File: src/rtl/cwd_pkg.sv
package cwd_pkg;

    typedef enum logic [1:0] {
        LEN_256M = 2'b00,
        LEN_128M = 2'b01,
        LEN_64M  = 2'b10,
        LEN_RSVD = 2'b11
    } win_len_e;

    typedef enum logic {
        CW_IDLE  = 1'b0,
        CW_APPLY = 1'b1
    } cw_state_e;

    localparam int EN_BIT  = 0;
    localparam int LEN_LSB = 1;

endpackage

File: src/rtl/cwd_regs.sv
module cwd_regs #(
    parameter int AW     = 8,
    parameter int DATA_W = 32,
    parameter int WORDS  = 2,
    parameter int DEC_W  = 36,
    parameter logic [AW-1:0] BASE_OFS = 8'h60,
    parameter logic [WORDS*DATA_W-1:0] RESET_VAL = '0
) (
    input  logic              clk,
    input  logic              rst_n,
    input  logic              wr_en,
    input  logic [AW-1:0]     addr,
    input  logic [DATA_W-1:0] wdata,
    input  logic [DATA_W/8-1:0] be,
    output logic [DATA_W-1:0] rdata,
    output logic [DEC_W-1:0]  dec_src,
    output logic              touch
);
    localparam int BYTES = DATA_W / 8;
    localparam int REG_W = WORDS * DATA_W;

    logic [REG_W-1:0] reg_q;
    logic [WORDS-1:0] sel;

    generate
        for (genvar w = 0; w < WORDS; w++) begin : g_sel
            assign sel[w] = (addr == AW'(int'(BASE_OFS) + w * BYTES));
        end
    endgenerate

    always_ff @(posedge clk) begin
        if (!rst_n) begin
            reg_q <= RESET_VAL;
        end else if (wr_en) begin
            for (int w = 0; w < WORDS; w++) begin
                for (int b = 0; b < BYTES; b++) begin
                    if (sel[w] && be[b]) begin
                        reg_q[w*DATA_W + b*8 +: 8] <= wdata[b*8 +: 8];
                    end
                end
            end
        end
    end

    always_comb begin
        rdata = '0;
        for (int w = 0; w < WORDS; w++) begin
            if (sel[w]) begin
                rdata = reg_q[w*DATA_W +: DATA_W];
            end
        end
    end

    assign touch   = wr_en && (|sel) && (|be);
    assign dec_src = reg_q[DEC_W-1:0];

endmodule

File: src/rtl/cwd_decode.sv
module cwd_decode
    import cwd_pkg::*;
#(
    parameter int ADDR_W  = 36,
    parameter int BASE_LO = 28
) (
    input  logic [ADDR_W-1:0] src,
    output logic [ADDR_W-1:0] base,
    output logic [ADDR_W-1:0] size,
    output logic              enable,
    output logic              reserved
);
    win_len_e len;

    assign len    = win_len_e'(src[LEN_LSB +: 2]);
    assign enable = src[EN_BIT];

    always_comb begin
        reserved = 1'b0;
        unique case (len)
            LEN_256M: size = ADDR_W'(1) << BASE_LO;
            LEN_128M: size = ADDR_W'(1) << (BASE_LO - 1);
            LEN_64M:  size = ADDR_W'(1) << (BASE_LO - 2);
            LEN_RSVD: begin
                size     = ADDR_W'(1) << BASE_LO;
                reserved = 1'b1;
            end
        endcase
    end

    assign base = src & ~(size - ADDR_W'(1));

endmodule

File: src/rtl/cwd_hit.sv
module cwd_hit #(
    parameter int ADDR_W = 36
) (
    input  logic [ADDR_W-1:0] addr,
    input  logic [ADDR_W-1:0] base,
    input  logic [ADDR_W-1:0] size,
    input  logic              valid,
    output logic              hit
);
    logic [ADDR_W-1:0] masked;

    assign masked = addr & ~(size - ADDR_W'(1));
    assign hit    = valid && (masked == base);

endmodule

File: src/rtl/cfg_window_decoder.sv
module cfg_window_decoder
    import cwd_pkg::*;
#(
    parameter int AW      = 8,
    parameter int DATA_W  = 32,
    parameter int ADDR_W  = 36,
    parameter int BASE_LO = 28,
    parameter logic [AW-1:0] REG_OFS = 8'h60,
    parameter logic [63:0] RESET_VAL = 64'h0000_0000_B000_0000
) (
    input  logic                clk,
    input  logic                rst_n,
    input  logic                reg_wr,
    input  logic [AW-1:0]       reg_addr,
    input  logic [DATA_W-1:0]   reg_wdata,
    input  logic [DATA_W/8-1:0] reg_be,
    output logic [DATA_W-1:0]   reg_rdata,
    output logic [ADDR_W-1:0]   win_base,
    output logic [ADDR_W-1:0]   win_size,
    output logic                win_valid,
    output logic                len_err,
    input  logic [ADDR_W-1:0]   probe_addr,
    output logic                probe_hit
);
    localparam int WORDS = 64 / DATA_W;

    cw_state_e state_q, state_d;

    logic              touch;
    logic              apply;
    logic [ADDR_W-1:0] dec_src;
    logic [ADDR_W-1:0] dec_base;
    logic [ADDR_W-1:0] dec_size;
    logic              dec_enable;
    logic              dec_reserved;

    logic [ADDR_W-1:0] win_base_q;
    logic [ADDR_W-1:0] win_size_q;
    logic              win_valid_q;
    logic              len_err_q;

    cwd_regs #(
        .AW(AW), .DATA_W(DATA_W), .WORDS(WORDS), .DEC_W(ADDR_W),
        .BASE_OFS(REG_OFS), .RESET_VAL(RESET_VAL)
    ) u_regs (
        .clk(clk), .rst_n(rst_n), .wr_en(reg_wr), .addr(reg_addr),
        .wdata(reg_wdata), .be(reg_be), .rdata(reg_rdata),
        .dec_src(dec_src), .touch(touch)
    );

    cwd_decode #(.ADDR_W(ADDR_W), .BASE_LO(BASE_LO)) u_dec (
        .src(dec_src), .base(dec_base), .size(dec_size),
        .enable(dec_enable), .reserved(dec_reserved)
    );

    // Next state: any touching write schedules one apply cycle
    always_comb begin
        unique case (state_q)
            CW_IDLE:  state_d = touch ? CW_APPLY : CW_IDLE;
            CW_APPLY: state_d = touch ? CW_APPLY : CW_IDLE;
        endcase
    end

    always_ff @(posedge clk) begin
        if (!rst_n) state_q <= CW_IDLE;
        else        state_q <= state_d;
    end

    assign apply = (state_q == CW_APPLY);

    // Output process: window registers rebuilt in CW_APPLY
    always_ff @(posedge clk) begin
        if (!rst_n) begin
            win_base_q  <= dec_base;
            win_size_q  <= dec_size;
            win_valid_q <= dec_enable && !dec_reserved;
            len_err_q   <= 1'b0;
        end else begin
            unique case (state_q)
                CW_IDLE: begin
                end
                CW_APPLY: begin
                    if (dec_reserved) begin
                        len_err_q <= 1'b1;
                    end else begin
                        win_base_q  <= dec_base;
                        win_size_q  <= dec_size;
                        win_valid_q <= dec_enable;
                        len_err_q   <= 1'b0;
                    end
                end
            endcase
        end
    end

    assign win_base  = win_base_q;
    assign win_size  = win_size_q;
    assign win_valid = win_valid_q;
    assign len_err   = len_err_q;

    cwd_hit #(.ADDR_W(ADDR_W)) u_hit (
        .addr(probe_addr), .base(win_base_q), .size(win_size_q),
        .valid(win_valid_q), .hit(probe_hit)
    );

endmodule

File: config.mk
export PLATFORM = sky130hd
export DESIGN_NAME = cfg_window_decoder
export DESIGN_NICKNAME = d
export VERILOG_FILES = /design/src/rtl/cwd_pkg.sv /design/src/rtl/cwd_regs.sv /design/src/rtl/cwd_decode.sv /design/src/rtl/cwd_hit.sv /design/src/rtl/cfg_window_decoder.sv
export SDC_FILE = /design/constraint.sdc
export NUM_CORES = 1
export LEC_CHECK = 0
export ABC_AREA = 0
export CELL_PAD_IN_SITES_DETAIL_PLACEMENT = 1
export CELL_PAD_IN_SITES_GLOBAL_PLACEMENT = 1
export CORE_MARGIN = 2
export CORE_UTILIZATION = 30
export CTS_BUF_LIST = sky130_fd_sc_hd__clkbuf_16
export CTS_CLUSTER_SIZE = 24
export DETAILED_ROUTE_END_ITERATION = 10
export PLACE_DENSITY = 0.83
export RECOVER_POWER = 25
export SYNTH_ARGS = -nofsm -noshare
export SYNTH_HDL_FRONTEND = slang
export SYNTH_SLANG_ARGS = --single-unit
File: constraint.sdc
create_clock -name clk -period 3.5 [get_ports clk]
set_input_delay 1.05 -clock clk [delete_from_list [all_inputs] [get_ports clk]]
set_output_delay 1.05 -clock clk [all_outputs]
set_load 0.005 [all_outputs]
==> metrics.md <==
| Metric | Value |
|---|---|
| Run status | finished with violations |
| Violations in the final reports | setup timing |
| Synthesis Warnings | 0 |
| Largest stage delay on the critical path | 0.33 ns |
| P per Cell Area | 362 nW/um^2 |
| Highest routing layer actually used | met4 |
| Fraction of registers with async set or reset after synthesis | 0% |
| Net Sw Power | 446 uW |
| Via-per-instance ratio | 4.61 |
| Kind of start point of the critical path | primary input |
| Multi-input logic area | 2000 um^2 |
| Nets | 621 |
| N_diodes | 0 |
| Leak Pwr | 2.78 nW |
| Pint | 1.57 mW |
| Clock share of power | 45.0% |
| Signal arrival time at the worst endpoint | 2.48 ns |
| Sequential cell fraction of total power | 47.0% |
| Required time of the critical path | 2.45 ns |
| Number of global-route vias before repair | 3516 |
| Reg area | 1740 um^2 |
| TritonCTS clock tree | yes |
| Switching fraction of total power | 22.2% |
| Worst voltage drop across the vdd grid | 0.189 mV |
| Met3 WL | 1050 um |
| Post-route total power | 2.01 mW |
| Overflow left after global routing | 0 |
| FF+latch count, synth | 80 |
| Type of the most critical hold path | flop to flop |
| Cell types with the largest area share after synthesis | sky130_fd_sc_hd__dfxtp_1 33%, sky130_fd_sc_hd__mux2i_1 15%, sky130_fd_sc_hd__buf_4 11%, sky130_fd_sc_hd__edfxtp_1 10%, sky130_fd_sc_hd__a22o_1 6.9% |
| DPL Wire Length | 8390 um |
| Worst-case hold slack | 0.468 ns |
| Time the worst path needs with I/O delays and setup | 3.53 ns |
| WL per Instance | 16.2 um |
| Top-Level Pins | 190 |
| Sequential fraction of the synthesis area | 43.0% |
| Final worst path period share | 101% |
| Post-CTS clock slew at the launch and capture registers of the worst setup and hold paths | 0.06 ns |
| Post-Syn Area per Cell | 9.95 um^2 |
| Insertion delay of the later-clocked pin in the worst-skew pair | 0.33 ns |
| Height of the chip | 120 um |
| Worst-margin pin slew | 0.766 ns |
| Total Negative Setup Slacks | -0.124 ns |
| Final antenna-violating net count | 0 |
| Fraction of final layout cells with drive strength greater than 1 | 18.6% |
| Sinks on the clock net | 80 |
| Floorplan row count | 42 |
| Area of the core | 13200 um^2 |
| Met2 routed WL | 5860 um |
| Tightest slew margin relative to the limit | 49.0% |
| Drc violations | 0 |
| Unrepaired setup endpoints after global routing | true |
| Fmax | 284 MHz |
| Wire length of the first global-routing pass | 18400 um |
| Detailed router's first-iteration violation count | 82 |
| Crit path buf inv count | 6 |
| Crit-path cells | buf_6 -> nor4b_4 -> nand2_2 -> buf_6 -> nor2_4 -> buf_12 -> buf_6 -> buf_8 -> a22o_1 -> buf_2 |
| Number of port buffers | 104 |
| Skew final | 0.00769 ns |
| Setup ws final | -0.0268 ns |
| Clock tree root driver cell | sky130_fd_sc_hd__clkbuf_16 |
| Total global-route track usage | 16.3% |
| TritonCTS buffer count | 9 |
| Most frequent CP cell | sky130_fd_sc_hd__buf_6 |
| Area Growth Syn to Fin | 37.3% |
| Setup WS pre-CTS | -0.735 ns |
| X dimension of the die | 120 um |
| Pre-Repair DR Iteration Count | 4 |
| Endpoint type of the worst setup path | output pin |
| Critical Setup Path Class | primary input to output pin |
| Die Area | 14400 um^2 |
| Initial core utilization | 30.7% |
| Pin count of the biggest net entering global routing | 27 |
| Number of maximum-capacitance violations | 0 |
| Fraction of synthesized cell area taken by the top area cell type | 32.6% |
| Combined area of all synthesized cells | 4050 um^2 |
| Logic pwr share | 8.0% |
| Layout filler cell count | 1530 |
| M1 WL | 4440 um |
| Routed WL | 11500 um |
| Fin util | 42.1% |
| Kind of cell with the highest combined delay on the critical path | buffers and inverters |
| Final estimated routing congestion in global placement | 0.756 |
| Most common flop cell mapped by yosys | sky130_fd_sc_hd__dfxtp_1 |
| Final setup viols | 9 |
| Final hold viol count | 0 |
| Number of enable-type register cells in the synthesized netlist | 14 |
| Library cells used by synthesis | 38 |
| Number of cells produced by synthesis | 407 |
| Largest area contributor in the synthesized netlist | sky130_fd_sc_hd__dfxtp_1 |
| Largest fanout on the critical path | 6 |
| Slowest cell on the critical path | sky130_fd_sc_hd__nor4b_4 |
| Count of vias placed by the detailed router | 3288 |
| # H-tree levels | 3 |
| Antenna violations before repair | 0 |
| Hold buffers post-CTS | 0 |
| Pins Over Slew Limit | 0 |
| Longest Clk Path Bufs | 2 |
-- registers in the layout, indices dropped and copies added, names as in the netlist --
| name | flops |
|---|---|
| apply | 1 |
| len_err | 1 |
| u_regs.reg_q | 64 |
| win_base | 10 |
| win_size | 3 |
| win_valid | 1 |
-- cell usage after synthesis (4+ instances only) --
master / number
sky130_fd_sc_hd__a22o_1: 32
sky130_fd_sc_hd__buf_2: 8
sky130_fd_sc_hd__buf_4: 59
sky130_fd_sc_hd__clkbuf_1: 12
sky130_fd_sc_hd__dfxtp_1: 66
sky130_fd_sc_hd__edfxtp_1: 14
sky130_fd_sc_hd__ha_1: 6
sky130_fd_sc_hd__inv_1: 11
sky130_fd_sc_hd__mux2i_1: 61
sky130_fd_sc_hd__nand2_1: 23
sky130_fd_sc_hd__nand4_2: 6
sky130_fd_sc_hd__nor2_1: 58
sky130_fd_sc_hd__nor2b_1: 6
sky130_fd_sc_hd__o21ai_0: 4
sky130_fd_sc_hd__xnor2_1: 4
-- worst paths after layout --
path	slack [ns]	depth (start not counted)	start	endpoint
hold reg to reg	0.47	2	u_regs.reg_q[62]	u_regs.reg_q[62]
setup reg to reg	1.76	3	u_regs.reg_q[1]	win_base[33]
setup / recovery	-0.03	10	reg_addr[1]	reg_rdata[12]
hold / removal	0.47	2	u_regs.reg_q[62]	u_regs.reg_q[62]
-- tightest hold or removal path: stages, from the launching register on --
cell	delay [ns]
sky130_fd_sc_hd__dfxtp_1	0.31
sky130_fd_sc_hd__nand2_1	0.05
sky130_fd_sc_hd__mux2i_1	0.06
-- per-stage QoR --
stage               cells  area (um^2)
CTS                   712         5580
finish                713         5560
global placement      681         5120
floorplan             465         4270
detailed placement    681         5120
global route          713         5560
-- metal layers --
layer	global-route usage (%)	vias up
met5	0	-
met3	5.57	13
met4	5.00	0
met1	17.8	1592
met2	29.7	136
li1	-	1547
-- layout by cell type (no fill, tap or decap), types with 5 or more instances in the layout --
| cell type | Yosys | routed |
|---|---|---|
| sky130_fd_sc_hd__nor2_1 | 58 | 56 |
| sky130_fd_sc_hd__ha_1 | 6 | 6 |
| sky130_fd_sc_hd__mux2i_1 | 61 | 61 |
| sky130_fd_sc_hd__a22o_1 | 32 | 32 |
| sky130_fd_sc_hd__conb_1 | 1 | 59 |
| sky130_fd_sc_hd__inv_1 | 11 | 14 |
| sky130_fd_sc_hd__dlygate4sd2_1 | 0 | 7 |
| sky130_fd_sc_hd__dfxtp_1 | 66 | 66 |
| sky130_fd_sc_hd__clkbuf_16 | 0 | 9 |
| sky130_fd_sc_hd__buf_4 | 59 | 14 |
| sky130_fd_sc_hd__edfxtp_1 | 14 | 14 |
| sky130_fd_sc_hd__nor2b_1 | 6 | 5 |
| sky130_fd_sc_hd__nand2_1 | 23 | 22 |
| sky130_fd_sc_hd__buf_6 | 2 | 9 |
| sky130_fd_sc_hd__buf_2 | 8 | 32 |
| sky130_fd_sc_hd__nand4_2 | 6 | 6 |
| sky130_fd_sc_hd__clkdlybuf4s50_1 | 0 | 56 |
-- timing repair --
item / CTS / global route
gates resized for setup: 185 / 8
pin swaps: 34 / 20
buffers inserted: 11 / 3
setup endpoints to repair: 33 / 30
cloned: 4 / 0
-- power by group through the flow --
stage	clock, mW	combinational [mW]	sequential (mW)
after CTS	0.924	0.161	0.945
after floorplan	0	0.105	0.964
final	0.905	0.161	0.945
after global placement	0	0.151	0.965
after detailed placement	0	0.157	0.965
after global routing	0.963	0.177	0.945
-- area by class of cell --
class,instances,share of cell area [%]
clock buffer,9,4.05
timing repair buffer,137,22.9
multi-input combinational,292,35.9
clock inverter,7,1.01
inverter,12,0.810
tap,176,3.96
sequential,80,31.3
-- cell families after synthesis --
logic type / Yosys count / synth area share, %
AND/OR/NAND/NOR: 112 / 14.2
buffers and inverters: 93 / 14.7
flip-flops: 80 / 43.0
multiplexers: 61 / 15.1
AO/OA/AOI/OAI: 49 / 9.92
adder cells (fa/ha/maj): 6 / 1.85
XOR/XNOR: 5 / 1.08
other: 1 / 0.0926
Power figures use the tool's default switching activity.
